## src/rtl/fsp_pkg.sv

```systemverilog
package fsp_pkg;

    localparam int unsigned DEF_WORD_W = 16;
    localparam int unsigned DEF_DEPTH  = 8;

    typedef enum logic [2:0] {
        ADDR_CTRL  = 3'd0,
        ADDR_TXD   = 3'd1,
        ADDR_RXD   = 3'd2,
        ADDR_WMARK = 3'd3,
        ADDR_STAT  = 3'd4
    } reg_addr_e;

    // control register bit positions
    localparam int unsigned CB_TXEN  = 0;
    localparam int unsigned CB_RXEN  = 1;
    localparam int unsigned CB_TXRST = 2;
    localparam int unsigned CB_RXRST = 3;
    localparam int unsigned CB_TXACT = 4;
    localparam int unsigned CB_RXACT = 5;

    // status register bit positions
    localparam int unsigned SB_TXNF  = 0;
    localparam int unsigned SB_TXEMP = 1;
    localparam int unsigned SB_RXNE  = 2;
    localparam int unsigned SB_UNF   = 3;
    localparam int unsigned SB_TXOVF = 4;
    localparam int unsigned SB_RXOVF = 5;

    // watermark field offsets
    localparam int unsigned WM_TX_LSB = 0;
    localparam int unsigned WM_RX_LSB = 8;

    typedef enum logic [1:0] {
        TX_IDLE  = 2'd0,
        TX_SHIFT = 2'd1,
        TX_TAIL  = 2'd2
    } tx_state_e;

    typedef enum logic {
        RX_IDLE  = 1'b0,
        RX_SHIFT = 1'b1
    } rx_state_e;

endpackage

```

## src/rtl/fsp_fifo.sv

```systemverilog
module fsp_fifo #(
    parameter int unsigned W     = 16,
    parameter int unsigned DEPTH = 8,
    parameter int unsigned CW    = $clog2(DEPTH + 1)
) (
    input  logic          clk,
    input  logic          rst_n,
    input  logic          clr,
    input  logic          push,
    input  logic          pop,
    input  logic [W-1:0]  din,
    output logic [W-1:0]  dout,
    output logic [CW-1:0] count,
    output logic          full,
    output logic          empty
);
    localparam int unsigned AW = (DEPTH > 1) ? $clog2(DEPTH) : 1;

    logic [W-1:0]  mem [DEPTH];
    logic [AW-1:0] wr_ptr, rd_ptr;
    logic          do_push, do_pop;

    function automatic logic [AW-1:0] ptr_inc(input logic [AW-1:0] p);
        return (p == AW'(DEPTH - 1)) ? '0 : p + 1'b1;
    endfunction

    assign full    = (count == CW'(DEPTH));
    assign empty   = (count == '0);
    assign do_push = push && !full;
    assign do_pop  = pop && !empty;
    assign dout    = mem[rd_ptr];

    always_ff @(posedge clk or negedge rst_n) begin
        if (!rst_n) begin
            wr_ptr <= '0;
            rd_ptr <= '0;
            count  <= '0;
        end else if (clr) begin
            wr_ptr <= '0;
            rd_ptr <= '0;
            count  <= '0;
        end else begin
            if (do_push) wr_ptr <= ptr_inc(wr_ptr);
            if (do_pop)  rd_ptr <= ptr_inc(rd_ptr);
            count <= count + CW'(do_push) - CW'(do_pop);
        end
    end

    always_ff @(posedge clk) begin
        if (do_push && !clr) mem[wr_ptr] <= din;
    end


    fifo_count_bound_chk: assert property (@(posedge clk) disable iff (!rst_n)
        count <= CW'(DEPTH));


    fifo_full_drop_chk: assert property (@(posedge clk) disable iff (!rst_n)
        (full && push && !pop && !clr) |=> full);


    fifo_empty_pop_chk: assert property (@(posedge clk) disable iff (!rst_n)
        (empty && pop && !push && !clr) |=> empty);

endmodule

```

## src/rtl/fsp_tx.sv

```systemverilog
module fsp_tx
    import fsp_pkg::*;
#(
    parameter int unsigned W = 16
) (
    input  logic         clk,
    input  logic         rst_n,
    input  logic         soft_rst,
    input  logic         en_req,
    input  logic         frame_start,
    input  logic         sck_fall,
    input  logic         fifo_empty,
    input  logic [W-1:0] fifo_word,
    output logic         fifo_pop,
    output logic         underrun_evt,
    output logic         active,
    output logic         txd
);
    localparam int unsigned CNTW = $clog2(W);

    tx_state_e     state_q, state_d;
    logic [W-1:0]  sh_q, sh_d;
    logic [CNTW-1:0] cnt_q, cnt_d;
    logic          act_q, act_d;
    logic          txd_q, txd_d;

    always_comb begin
        state_d      = state_q;
        sh_d         = sh_q;
        cnt_d        = cnt_q;
        act_d        = act_q;
        txd_d        = txd_q;
        fifo_pop     = 1'b0;
        underrun_evt = 1'b0;
        if (soft_rst) begin
            state_d = TX_IDLE;
            sh_d    = '0;
            cnt_d   = '0;
            act_d   = 1'b0;
            txd_d   = 1'b1;
        end else if (frame_start) begin
            act_d = en_req;
            cnt_d = '0;
            if (en_req) begin
                state_d = TX_SHIFT;
                if (fifo_empty) begin
                    sh_d         = '1;
                    underrun_evt = 1'b1;
                end else begin
                    sh_d     = fifo_word;
                    fifo_pop = 1'b1;
                end
            end else begin
                state_d = TX_IDLE;
                txd_d   = 1'b1;
            end
        end else begin
            unique case (state_q)
                TX_IDLE: begin
                    txd_d = 1'b1;
                end
                TX_SHIFT: begin
                    if (sck_fall) begin
                        txd_d = sh_q[W-1];
                        sh_d  = {sh_q[W-2:0], 1'b0};
                        if (cnt_q == CNTW'(W - 1)) begin
                            state_d = TX_TAIL;
                        end else begin
                            cnt_d = cnt_q + 1'b1;
                        end
                    end
                end
                TX_TAIL: begin
                    if (sck_fall) begin
                        txd_d   = 1'b1;
                        state_d = TX_IDLE;
                    end
                end
                default: begin
                    state_d = TX_IDLE;
                    txd_d   = 1'b1;
                end
            endcase
        end
    end

    always_ff @(posedge clk or negedge rst_n) begin
        if (!rst_n) begin
            state_q <= TX_IDLE;
            sh_q    <= '0;
            cnt_q   <= '0;
            act_q   <= 1'b0;
            txd_q   <= 1'b1;
        end else begin
            state_q <= state_d;
            sh_q    <= sh_d;
            cnt_q   <= cnt_d;
            act_q   <= act_d;
            txd_q   <= txd_d;
        end
    end

    assign active = act_q;
    assign txd    = txd_q;


    tx_idle_line_chk: assert property (@(posedge clk) disable iff (!rst_n)
        !act_q |-> txd_q);


    tx_enable_frame_chk: assert property (@(posedge clk) disable iff (!rst_n)
        (act_q != $past(act_q)) |-> ($past(frame_start) || $past(soft_rst)));


    tx_pop_guard_chk: assert property (@(posedge clk) disable iff (!rst_n)
        fifo_pop |-> !fifo_empty);

endmodule

```

## src/rtl/fsp_rx.sv

```systemverilog
module fsp_rx
    import fsp_pkg::*;
#(
    parameter int unsigned W = 16
) (
    input  logic         clk,
    input  logic         rst_n,
    input  logic         soft_rst,
    input  logic         en_req,
    input  logic         frame_start,
    input  logic         sck_rise,
    input  logic         rxd,
    output logic         push,
    output logic [W-1:0] word,
    output logic         active
);
    localparam int unsigned CNTW = $clog2(W);

    rx_state_e       state_q, state_d;
    logic [W-1:0]    sh_q, sh_d;
    logic [CNTW-1:0] cnt_q, cnt_d;
    logic            act_q, act_d;

    always_comb begin
        state_d = state_q;
        sh_d    = sh_q;
        cnt_d   = cnt_q;
        act_d   = act_q;
        push    = 1'b0;
        if (soft_rst) begin
            state_d = RX_IDLE;
            sh_d    = '0;
            cnt_d   = '0;
            act_d   = 1'b0;
        end else if (frame_start) begin
            act_d   = en_req;
            cnt_d   = '0;
            state_d = en_req ? RX_SHIFT : RX_IDLE;
        end else begin
            unique case (state_q)
                RX_IDLE: begin
                    cnt_d = '0;
                end
                RX_SHIFT: begin
                    if (sck_rise) begin
                        sh_d = {sh_q[W-2:0], rxd};
                        if (cnt_q == CNTW'(W - 1)) begin
                            push    = 1'b1;
                            state_d = RX_IDLE;
                        end else begin
                            cnt_d = cnt_q + 1'b1;
                        end
                    end
                end
                default: state_d = RX_IDLE;
            endcase
        end
    end

    always_ff @(posedge clk or negedge rst_n) begin
        if (!rst_n) begin
            state_q <= RX_IDLE;
            sh_q    <= '0;
            cnt_q   <= '0;
            act_q   <= 1'b0;
        end else begin
            state_q <= state_d;
            sh_q    <= sh_d;
            cnt_q   <= cnt_d;
            act_q   <= act_d;
        end
    end

    assign word   = {sh_q[W-2:0], rxd};
    assign active = act_q;


    rx_push_edge_chk: assert property (@(posedge clk) disable iff (!rst_n)
        push |-> (sck_rise && act_q && !frame_start));


    rx_enable_frame_chk: assert property (@(posedge clk) disable iff (!rst_n)
        (act_q != $past(act_q)) |-> ($past(frame_start) || $past(soft_rst)));

endmodule

```

## src/rtl/fsync_serial_port.sv

```systemverilog
module fsync_serial_port
    import fsp_pkg::*;
#(
    parameter int unsigned WORD_W = DEF_WORD_W,
    parameter int unsigned DEPTH  = DEF_DEPTH
) (
    input  logic              clk,
    input  logic              rst_n,
    input  logic              sck,
    input  logic              fsync,
    input  logic              rxd,
    output logic              txd,
    input  logic              wr_en,
    input  logic              rd_en,
    input  logic [2:0]        addr,
    input  logic [WORD_W-1:0] wdata,
    output logic [WORD_W-1:0] rdata,
    output logic              tx_req,
    output logic              rx_req
);
    localparam int unsigned CW = $clog2(DEPTH + 1);

    reg_addr_e a_e;
    logic sck_q, fs_q;
    logic sck_rise, sck_fall, frame_start;
    logic wr_ctrl, wr_txd, wr_wm, wr_stat, rd_rxd;
    logic tx_rst, rx_rst;
    logic tx_en_req, rx_en_req;
    logic [CW-1:0] tx_wm, rx_wm;
    logic tx_unf, tx_ovf, rx_ovf;

    logic [WORD_W-1:0] tx_head, rx_head, rx_word;
    logic [CW-1:0]     tx_count, rx_count;
    logic tx_full, tx_empty, rx_full, rx_empty;
    logic tx_pop, tx_unf_evt, tx_act, rx_push, rx_act;

    // bit-clock edge and frame detection
    assign sck_rise    = sck && !sck_q;
    assign sck_fall    = !sck && sck_q;
    assign frame_start = sck_rise && fsync && !fs_q;

    always_ff @(posedge clk or negedge rst_n) begin
        if (!rst_n) begin
            sck_q <= 1'b0;
            fs_q  <= 1'b0;
        end else begin
            sck_q <= sck;
            if (sck_rise) fs_q <= fsync;
        end
    end

    // register decode
    assign a_e     = reg_addr_e'(addr);
    assign wr_ctrl = wr_en && (a_e == ADDR_CTRL);
    assign wr_txd  = wr_en && (a_e == ADDR_TXD);
    assign wr_wm   = wr_en && (a_e == ADDR_WMARK);
    assign wr_stat = wr_en && (a_e == ADDR_STAT);
    assign rd_rxd  = rd_en && (a_e == ADDR_RXD);
    assign tx_rst  = wr_ctrl && wdata[CB_TXRST];
    assign rx_rst  = wr_ctrl && wdata[CB_RXRST];

    always_ff @(posedge clk or negedge rst_n) begin
        if (!rst_n) begin
            tx_en_req <= 1'b0;
            rx_en_req <= 1'b0;
            tx_wm     <= CW'(4);
            rx_wm     <= CW'(1);
        end else begin
            if (wr_ctrl) begin
                tx_en_req <= wdata[CB_TXEN] && !wdata[CB_TXRST];
                rx_en_req <= wdata[CB_RXEN] && !wdata[CB_RXRST];
            end
            if (wr_wm) begin
                tx_wm <= wdata[WM_TX_LSB +: CW];
                rx_wm <= wdata[WM_RX_LSB +: CW];
            end
        end
    end

    // sticky flags
    always_ff @(posedge clk or negedge rst_n) begin
        if (!rst_n) begin
            tx_unf <= 1'b0;
            tx_ovf <= 1'b0;
            rx_ovf <= 1'b0;
        end else begin
            if (tx_rst) begin
                tx_unf <= 1'b0;
                tx_ovf <= 1'b0;
            end else begin
                if (wr_stat && wdata[SB_UNF])   tx_unf <= 1'b0;
                if (tx_unf_evt)                 tx_unf <= 1'b1;
                if (wr_stat && wdata[SB_TXOVF]) tx_ovf <= 1'b0;
                if (wr_txd && tx_full)          tx_ovf <= 1'b1;
            end
            if (rx_rst) begin
                rx_ovf <= 1'b0;
            end else begin
                if (wr_stat && wdata[SB_RXOVF]) rx_ovf <= 1'b0;
                if (rx_push && rx_full)         rx_ovf <= 1'b1;
            end
        end
    end

    fsp_fifo #(.W(WORD_W), .DEPTH(DEPTH), .CW(CW)) u_tx_fifo (
        .clk   (clk),
        .rst_n (rst_n),
        .clr   (tx_rst),
        .push  (wr_txd),
        .pop   (tx_pop),
        .din   (wdata),
        .dout  (tx_head),
        .count (tx_count),
        .full  (tx_full),
        .empty (tx_empty)
    );

    fsp_fifo #(.W(WORD_W), .DEPTH(DEPTH), .CW(CW)) u_rx_fifo (
        .clk   (clk),
        .rst_n (rst_n),
        .clr   (rx_rst),
        .push  (rx_push),
        .pop   (rd_rxd),
        .din   (rx_word),
        .dout  (rx_head),
        .count (rx_count),
        .full  (rx_full),
        .empty (rx_empty)
    );

    fsp_tx #(.W(WORD_W)) u_tx (
        .clk          (clk),
        .rst_n        (rst_n),
        .soft_rst     (tx_rst),
        .en_req       (tx_en_req),
        .frame_start  (frame_start),
        .sck_fall     (sck_fall),
        .fifo_empty   (tx_empty),
        .fifo_word    (tx_head),
        .fifo_pop     (tx_pop),
        .underrun_evt (tx_unf_evt),
        .active       (tx_act),
        .txd          (txd)
    );

    fsp_rx #(.W(WORD_W)) u_rx (
        .clk         (clk),
        .rst_n       (rst_n),
        .soft_rst    (rx_rst),
        .en_req      (rx_en_req),
        .frame_start (frame_start),
        .sck_rise    (sck_rise),
        .rxd         (rxd),
        .push        (rx_push),
        .word        (rx_word),
        .active      (rx_act)
    );

    // transfer requests
    assign tx_req = tx_act && ((CW'(DEPTH) - tx_count) >= tx_wm);
    assign rx_req = rx_act && !rx_empty && (rx_count >= rx_wm);

    // read mux
    always_comb begin
        rdata = '0;
        case (a_e)
            ADDR_CTRL: begin
                rdata[CB_TXEN]  = tx_en_req;
                rdata[CB_RXEN]  = rx_en_req;
                rdata[CB_TXACT] = tx_act;
                rdata[CB_RXACT] = rx_act;
            end
            ADDR_RXD:   rdata = rx_head;
            ADDR_WMARK: begin
                rdata[WM_TX_LSB +: CW] = tx_wm;
                rdata[WM_RX_LSB +: CW] = rx_wm;
            end
            ADDR_STAT: begin
                rdata[SB_TXNF]  = !tx_full;
                rdata[SB_TXEMP] = tx_empty;
                rdata[SB_RXNE]  = !rx_empty;
                rdata[SB_UNF]   = tx_unf;
                rdata[SB_TXOVF] = tx_ovf;
                rdata[SB_RXOVF] = rx_ovf;
            end
            default: rdata = '0;
        endcase
    end


    tx_soft_reset_chk: assert property (@(posedge clk) disable iff (!rst_n)
        tx_rst |=> (tx_empty && !tx_act && txd && !tx_unf && !tx_ovf && !tx_req));


    rx_soft_reset_chk: assert property (@(posedge clk) disable iff (!rst_n)
        rx_rst |=> (rx_empty && !rx_act && !rx_ovf && !rx_req));


    rx_req_data_chk: assert property (@(posedge clk) disable iff (!rst_n)
        rx_req |-> (rx_count != '0));


    tx_req_room_chk: assert property (@(posedge clk) disable iff (!rst_n)
        (tx_req && tx_wm != '0) |-> !tx_full);

endmodule

```

## config.mk

```make
export PLATFORM = sky130hd
export DESIGN_NAME = fsync_serial_port
export DESIGN_NICKNAME = d
export VERILOG_FILES = /design/src/rtl/fsp_pkg.sv /design/src/rtl/fsp_fifo.sv /design/src/rtl/fsp_tx.sv /design/src/rtl/fsp_rx.sv /design/src/rtl/fsync_serial_port.sv
export SDC_FILE = /design/constraint.sdc
export NUM_CORES = 1
export LEC_CHECK = 0
export BUFFER_PORTS_ARGS = -buffer_cell sky130_fd_sc_hd__buf_2
export CAP_MARGIN = 25
export CELL_PAD_IN_SITES_DETAIL_PLACEMENT = 0
export CELL_PAD_IN_SITES_GLOBAL_PLACEMENT = 1
export CORE_ASPECT_RATIO = 0.75
export CORE_MARGIN = 2
export CORE_UTILIZATION = 50
export CTS_BUF_LIST = sky130_fd_sc_hd__clkbuf_4
export CTS_CLUSTER_DIAMETER = 30
export DETAILED_ROUTE_END_ITERATION = 10
export PLACE_DENSITY_LB_ADDON = 0.1
export SLEW_MARGIN = 20
export SYNTH_ARGS = -nofsm -noshare
export SYNTH_HDL_FRONTEND = slang
export SYNTH_HIERARCHICAL = 1
export SYNTH_SLANG_ARGS = --single-unit
```

## constraint.sdc

```tcl
create_clock -name clk -period 4.7 [get_ports clk]
set_input_delay 0.94 -clock clk [delete_from_list [all_inputs] [get_ports clk]]
set_output_delay 0.94 -clock clk [all_outputs]
set_load 0.005 [all_outputs]
```

# Word-level counts from Yosys, hierarchy flattened
# Memory sizes are Yosys's and may differ from the RTL's.
# Cells that the tools add are included.
# classes
n_addsub	11
n_lt_le_gt_ge	2
eq_ne	24
muxes	89
n_bitwise	1
n_reduce_logical	61
# ops
op	count
$mux 16	6
$mux 15	4
$mux 4	12
$mux 1	42
$mux 3	12
$logic_and 1x1->1	27
$pmux 2 s3	3
$eq 4x4->1 const B	4
$ne 4x4->1 const B	4
$pmux 4 s2	2
$reduce_bool 2->1	8
$eq 3x3->1 const B	5
$reduce_bool 3->1	5
$add 3x1->3 const B	4
$mux 2	6
$reduce_and 3->1	4
$logic_not 1->1	11
$add 4x1->4	2
$add 4x1->4 const B	2
$ge 4x4->1	2
$logic_not 4->1	2
$pmux 2 s4	1
$sub 4x1->4	2
$eq 3x2->1 const B	2
15 further kinds	16
# totals
regBits	80
ram_bits	256
out_inout_bits	19
n_memories	2
# memory_table
name	depth	word_bits	rd	rd_ports_with_merged_regs	wr	line_no	rtl
u_rx_fifo.mem	8	16	1	0	1	fsp_fifo.sv:19	logic [W-1:0] mem [DEPTH];
u_tx_fifo.mem	8	16	1	0	1	fsp_fifo.sv:19	

# Depth between registers and ports, before layout
# Gate-level depths: netlist of run 1.
# depth
depth_word	10
ltp_mapped	15
ltp_nobuf	13

# By module
# Netlist of run 1, hierarchy kept.
# modules_own_cells
module	n_inst	cells_each	area_each_um2	seq_area_each_um2
fsp_fifo at u_tx_fifo	1	266	5606.6	4093.9
fsp_fifo at u_rx_fifo	1	262	5585.4	4093.9
fsp_tx	1	134	1352.5	601.8
fsync_serial_port	1	126	1189.9	377.9
fsp_rx	1	99	940.9	525.5

# Worst setup path before layout of run 1
# Ideal clock, no wire load.
# synth_path
path_type	input to register
from	input sck
to	memory u_rx_fifo.mem[0][0] (enable)
setup_ps	409
arrival_time_ps	3989
setup_slack_ps	302
cell_stages	8
n_path_buf	1
path_cell_list	nor2b_1 and3b_1 nand3b_2 buf_2 nor3_1 inv_1 or4_1 nor3_1
# synth_between
elab_chain_len	9
elab_cells_between_ends	11
cone_classes	6 x mux; 5 x reduce/logical
# synth_lines
item	line_no	rtl
start: declaration	fsync_serial_port.sv:9	input logic sck,
$logic_and 1x1->1	fsync_serial_port.sv:38	assign sck_rise = sck && !sck_q;
$logic_and 1x1->1 (2 in series)	fsync_serial_port.sv:40	assign frame_start = sck_rise && fsync && !fs_q;
net frame_start	fsync_serial_port.sv:25	logic sck_rise, sck_fall, frame_start;
$mux 1	fsp_rx.sv:35	end else if (frame_start) begin
$mux 1	fsp_rx.sv:30	if (soft_rst) begin
net rx_push	fsync_serial_port.sv:35	logic tx_pop, tx_unf_evt, tx_act, rx_push, rx_act;
$logic_and 1x1->1	fsp_fifo.sv:29	assign do_push = push && !full;
$logic_and 1x1->1	fsp_fifo.sv:50	if (do_push && !clr) mem[wr_ptr] <= din;
$mux 1	fsp_fifo.sv:50	
$mux 1 (implied by the code)	fsp_fifo.sv:50	
end: declaration	fsp_fifo.sv:19	
# The timed path passes the listed nets, and every way through them passes these cells.

# Worst setup path in the final report of run 1
# layout_path
from	register u_rx_fifo.rd_ptr[1]
to	output rdata[1]
# layout_between
elab_chain_len	2
# layout_lines
item	line_no	rtl
start: declaration	fsp_fifo.sv:20	logic [AW-1:0] wr_ptr, rd_ptr;
start signal: assignment	fsp_fifo.sv:44	if (do_pop) rd_ptr <= ptr_inc(rd_ptr);
$mem_v2 8x16	--	
net rx_head[1]	fsync_serial_port.sv:32	logic [WORD_W-1:0] tx_head, rx_head, rx_word;
$pmux 2 s4	fsync_serial_port.sv:166	case (a_e)
end: declaration	fsync_serial_port.sv:17	output logic [WORD_W-1:0] rdata,
# The timed path passes the listed nets, and every way through them passes these cells.

==> results of run 1 <==
-- per-stage QoR --
step	power [mW]	hold WS (ns)	worst slack, ns
global placement	5.337	0.4738	0.8720
CTS	7.911	0.2497	0.1834
global route	8.319	0.2863	0.4056
floorplan	4.996	0.4590	0.3016
detailed placement	5.428	0.4972	0.7841
finish	7.871	0.3045	0.6226
-- cell usage after synthesis, types with 8 or more instances --
cell | number | area, sq um
nand3_1 | 12 | 60.06
ha_1 | 31 | 387.9
nor2_1 | 70 | 262.8
a211oi_1 | 17 | 127.6
dfrtp_1 | 77 | 1927
inv_1 | 34 | 127.6
mux2i_1 | 12 | 120.1
mux4_1 | 47 | 1235
edfxtp_1 | 256 | 7687
mux2_2 | 47 | 529.3
o21ai_0 | 22 | 110.1
mux2_4 | 9 | 135.1
buf_2 | 8 | 40.04
nand2_1 | 41 | 153.9
a21oi_1 | 38 | 190.2
clkbuf_1 | 16 | 60.06
nand2b_1 | 12 | 75.07
mux4_2 | 17 | 382.9
nor3_1 | 9 | 45.04
buf_6 | 13 | 146.4
nor2b_1 | 8 | 50.05
and2_1 | 11 | 68.82
-- worst min path at each step --
stage             startpoint             to  cells after the start
3_5_place_dp    u_tx/sh_q[8]   u_tx/sh_q[8]                      1
5_1_grt                rst_n       rx_wm[1]                      1
3_3_place_gp   u_tx/cnt_q[3]  u_tx/cnt_q[3]                      1
4_1_cts                rst_n       rx_wm[2]                      1
6_report               rst_n       rx_wm[2]                      1
2_1_floorplan  u_tx/cnt_q[3]  u_tx/cnt_q[3]                      1
-- final cells by class --
class                           instances  area [sq um]  area share (%)
Inverter                               34         127.6          0.7735
Clock buffer                          120         900.9           5.460
Multi-Input combinational cell        471          4563           27.66
Sequential cell                       336          9693           58.75
Timing Repair Buffer                   79         525.5           3.185
Clock inverter                         32         196.4           1.191
Tap cell                              392         490.5           2.973
Antenna cell                            1         2.502         0.01517
-- placed cells by master, fill, tap and decap left out, types with 3 or more instances in the layout --
cell	count
nand2_1	41
mux2i_1	12
buf_4	34
dfrtp_1	77
a21oi_1	38
and2_1	11
inv_1	34
nand2b_1	12
or3b_2	4
nand4b_1	5
nand3_1	12
nor3_2	5
mux4_2	17
clkinv_2	6
mux2_2	47
nand3b_1	3
clkinvlp_4	3
dfstp_2	3
nor2_1	70
clkbuf_4	120
buf_2	43
mux4_1	47
or4_1	4
a31o_2	3
nor2b_1	8
mux2_4	9
a211oi_1	17
nor3_1	5
xnor2_1	4
clkinv_1	18
o21ai_0	22
ha_1	31
edfxtp_1	256
nor3b_1	4
-- power breakdown --
group          switching, mW  leakage (nW)  internal (mW)
Combinational          0.805          2.18          0.907
Clock                   1.15         0.645           1.30
Sequential             0.279          3.39           3.43
-- worst max-delay path: stages, from the launching register on --
cell and delay (ns):
dfrtp_1 0.66, buf_16 0.22, mux4_1 0.58, mux2_2 0.29, mux2i_1 0.13, nor2_1 0.05
a31oi_1 0.15, o21ai_0 0.16, buf_2 0.17
-- kinds of logic (layout without fill, tap and decap cells) --
family / after synthesis / count (layout)
AO/OA/AOI/OAI: 98 / 98
XOR/XNOR: 5 / 5
adder cells (fa/ha/maj): 33 / 33
buffers and inverters: 80 / 265
flip-flops: 336 / 336
multiplexers: 132 / 132
other: 0 / 1
AND/OR/NAND/NOR: 203 / 203
-- flip-flops by register name, summed over array words and instances (netlist names), 2 cells and up --
signal,flops
u_tx_fifo/wr_ptr,3
u_rx/sh_q,15
u_tx_fifo/count,4
u_tx_fifo/mem,128
tx_wm,4
u_tx/state_q,2
u_rx_fifo/count,4
u_rx_fifo/rd_ptr,3
u_tx/sh_q,16
u_rx_fifo/mem,128
u_rx_fifo/wr_ptr,3
rx_wm,4
u_rx/cnt_q,4
u_tx/cnt_q,4
u_tx_fifo/rd_ptr,3
-- per-layer routing --
metal | vias to the layer above | GRT usage, % | part of all wire (%) | wire length, um
met5 | - | 0 | 0 | 0
met4 | 0 | 7.248 | 1.7 | 549
met3 | 51 | 4.683 | 5.6 | 1751
met2 | 213 | 31.03 | 45 | 14240
met1 | 4173 | 31.24 | 47 | 14890
li1 | 3747 | - | - | -
==> qor.csv, run 1 <==
metric;value;unit
dr_total_vias;8184;
floorplan.initialDensity;50.63;%
gr-total-overflow;0;
place_inst;1310;
synth_area;0.01468;sq mm
drtAntennaViolNets;0;
hp-class;in -> async;
startpoint;u_rx_fifo/rd_ptr[1];
startpoint_type;flip-flop;
routedWlPerCell;21.45;um
clockBufferDepth;3;
grt_pass1_vias;8499;
r2r_setup_slack;1.53;ns
finalMaxSlewViolations;0;
instances_no_fill;1465;
ys_ff_latch;336;
synth_nets;946;
ys_warn_count;6;
reg2reg_depth;10;
status;complete, no violations;
core_area;0.02899;sq mm
die_area;0.03075;sq mm
stdcell_area;0.01650;sq mm
cts-root-buf;clkbuf_4;
synth_top_family_by_area;multiplexers;
path_clk_slew;0.06;ns
worstSetupPathType;reg -> out;
cp-endpoint;rdata[1];
grt_max_degree;50;
drive_above_1_share;28.82;%
cts_made_buffers;83;
synth_compound_area_share;4.058;%
dpl.hpwl;19.59;mm
skew;0.04936;ns
hold_viol;0;
end_kind;output pin;
r2r-end;u_rx_fifo/mem[4][0];
tightest_slew;0.9705;ns
holdBufCountCts;0;
drc;0;
gp_congestion;0.7746;
die_x;201.8;um
first_iter_violations;633;
synth_seq_area_share;66.05;%
groute.usage.overall;21.06;%
finish.net_count;1064;
die_y;152.4;um
crit_fanout;12;
synth_edf_count;256;
muxShareOfSynthArea;16.37;%
grt_setup_unrepaired;false;
fmax;245.3;MHz
synth-simple-area-share;7.315;%
cts_tree;yes;
slew_headroom;35.30;%
htreeDepth;3;
io_buffers;44;
cts_resized;0;
drt_wl_total;31.42;mm
antenna_found_initial;1;
finalSetupViolations;0;
viasPerCell;5.586;
syn_inst;887;
post_cts_buffers;0;
fin_util;56.92;%
powerDensity;477.0;mW/mm^2
synth.distinct_cells;62;
clk_latency;0.72;ns
rows;54;
placed_cell_area;0.01534;sq mm
synth_xor_area_share;0.2984;%
cts.sinks;336;
power.leakage;6.214;nW
nFillCells;2273;
min_period;4.077;ns
timing.rr.start;sck_q;
synthAdderAreaFrac;2.916;%
syn_to_final_growth;12.43;%
ios;45;
max_cap_violations;0;
synthArstFlopShare;23.81;%
synth_flop_cell;edfxtp_1;
min_period_over_period;86.75;%
worstPathArrival;3.14;ns
setup-tns-final;0;ns
firstDrtPassIters;5;
required;3.76;ns
ir_drop;0.2178;mV
synth.avg_cell_area;16.54;sq um
grt_pass1_wl;48.91;mm
Power figures use the tool's default switching activity.
==> run 2, diff against run 1 <==
- SYNTH_HIERARCHICAL: 1 -> not set
==> qor.csv, run 2 <==
metric;value;unit
crit_fanout;26;
stdcell_area;0.01590;sq mm
holdBufCountCts;0;
groute.usage.overall;22.16;%
die_area;0.02957;sq mm
io_buffers;44;
setup-tns-final;0;ns
muxShareOfSynthArea;12.10;%
synth_compound_area_share;5.573;%
startpoint_type;flip-flop;
gp_congestion;0.7830;
grt_max_degree;42;
clk_latency;0.72;ns
min_period_over_period;83.99;%
cts-root-buf;clkbuf_4;
floorplan.initialDensity;50.62;%
synth_xor_area_share;0.6212;%
path_delay_family;flip-flops;
synthArstFlopShare;23.81;%
drive_above_1_share;27.51;%
ios;45;
drc;0;
htreeDepth;3;
antenna_found_initial;1;
syn_inst;918;
grt_setup_unrepaired;false;
gr-total-overflow;0;
drtAntennaViolNets;0;
status;complete, no violations;
routedWlPerCell;21.54;um
synth_nets;978;
yosysTopAreaCell;edfxtp_1;
hold_viol;0;
core_area;0.02785;sq mm
drt_wl_total;31.28;mm
end_kind;output pin;
synthTopCellsByArea;edfxtp_1 (55%), dfrtp_1 (14%), mux4_2 (5.4%);
fin_util;57.08;%
dr_total_vias;8311;
synth_edf_count;256;
yosysMostFrequentCell;edfxtp_1;
dpl.hpwl;19.68;mm
cts_tree;yes;
cp_slowest_cell;dfrtp_2;
synth.distinct_cells;62;
synth.avg_cell_area;15.36;sq um
ys_ff_latch;336;
max_cap_violations;0;
synth-simple-area-share;7.774;%
synth_common_cells;edfxtp_1 (256), nand2_1 (80), dfrtp_1 (77), mux2i_1 (50), nor2_1 (42);
finish.net_count;1091;
viasPerCell;5.724;
power.leakage;5.954;nW
die_y;149.4;um
clockBufferDepth;3;
synth_top_family_by_area;multiplexers;
powerDensity;456.2;mW/mm^2
cts_resized;0;
layout_commonest_cell;edfxtp_1;
finalSetupViolations;0;
first_iter_violations;551;
ys_warn_count;0;
slew_headroom;35.92;%
hp-class;in -> async;
crit_chain;buf_4 > mux4_2 > mux2i_1 > a21oi_1 > buf_2;
cts.sinks;336;
p_total;7.251;mW
grt_pass1_wl;48.42;mm
synth_top_area_share;54.53;%
path_clk_slew;0.08;ns
tightest_slew;0.9560;ns
critical_path.max_stage_delay;0.91;ns
post_cts_buffers;0;
synthAdderAreaFrac;3.124;%
fmax;253.3;MHz
min_period;3.947;ns
worstPathArrival;3.01;ns
skew;0.04285;ns
cts_made_buffers;85;
rows;53;
finalMaxSlewViolations;0;
synth_flop_cell;edfxtp_1;
grt_pass1_vias;8548;
final_cell_mix;edfxtp_1 (256), clkbuf_4 (129), nand2_1 (80);
syn_to_final_growth;12.75;%
cp.buffers_inverters;2;
placed_cell_area;0.01479;sq mm
required;3.76;ns
die_x;197.9;um
ir_drop;0.2034;mV
synth_seq_area_share;68.75;%
synth_area;0.01410;sq mm
firstDrtPassIters;5;
worstSetupPathType;reg -> out;
largest_registers;u_rx_fifo.mem (128), u_tx_fifo.mem (128), u_tx.sh_q (16);
[run 2: final cells by class]
| cell class | instances | area [sq um] |
|---|---|---|
| fill | 2227 | 11960 |
| tap | 357 | 446.7 |
| clock buffer | 129 | 968.4 |
| antenna | 1 | 2.502 |
| inverter | 25 | 93.84 |
| clock inverter | 21 | 140.1 |
| sequential | 336 | 9697 |
| multi-input combinational | 514 | 4138 |
| timing repair buffer | 69 | 410.4 |
[run 2: power by group]
group | internal, mW | leakage, nW | total, mW | switching (mW)
logic | 0.538 | 1.81 | 1.11 | 0.575
clock network | 1.36 | 0.660 | 2.50 | 1.14
registers | 3.38 | 3.49 | 3.64 | 0.267
total | 5.27 | 5.95 | 7.25 | 1.98
[run 2: layer usage]
layer  up-vias  global-route usage, %  part of all wire [%]
met3        47                  5.071                   6.1
met1      4218                  32.99                    48
li1       3788                      -                     -
met4         0                  8.008                   1.8
met2       258                  32.18                    45
met5         -                      0                     0
[run 2: cells by family after synthesis]
logic type	after synthesis
flops	336
simple gates	222
compound gates	125
mux	123
buf+inv	68
fa+ha+maj	34
xor+xnor	10
[run 2: path summary, 6_finish.rpt]
path	start	to	slack (ns)	depth (start not counted)
max in group asynchronous	rst_n	sck_q	3.44	2
setup reg to reg	sck_q	u_tx_fifo.count[1]	1.95	9
hold reg to reg	u_tx.sh_q[13]	u_tx.sh_q[13]	0.49	2
min in group clk	sck	sck_q	0.43	1
hold / removal	rst_n	u_tx_fifo.count[1]	0.23	1
setup / recovery	u_rx_fifo.rd_ptr[0]	rdata[11]	0.75	5
[run 2: stage by stage]
step / setup WS [ns] / hold slack (ns) / instances
floorplan: 1.251 / 0.4486 / 918
global placement: 1.184 / 0.4622 / 1301
detailed placement: 1.075 / 0.4678 / 1301
CTS: 0.6238 / 0.1920 / 1451
global route: 0.4661 / 0.2142 / 1452
finish: 0.7525 / 0.2342 / 1452
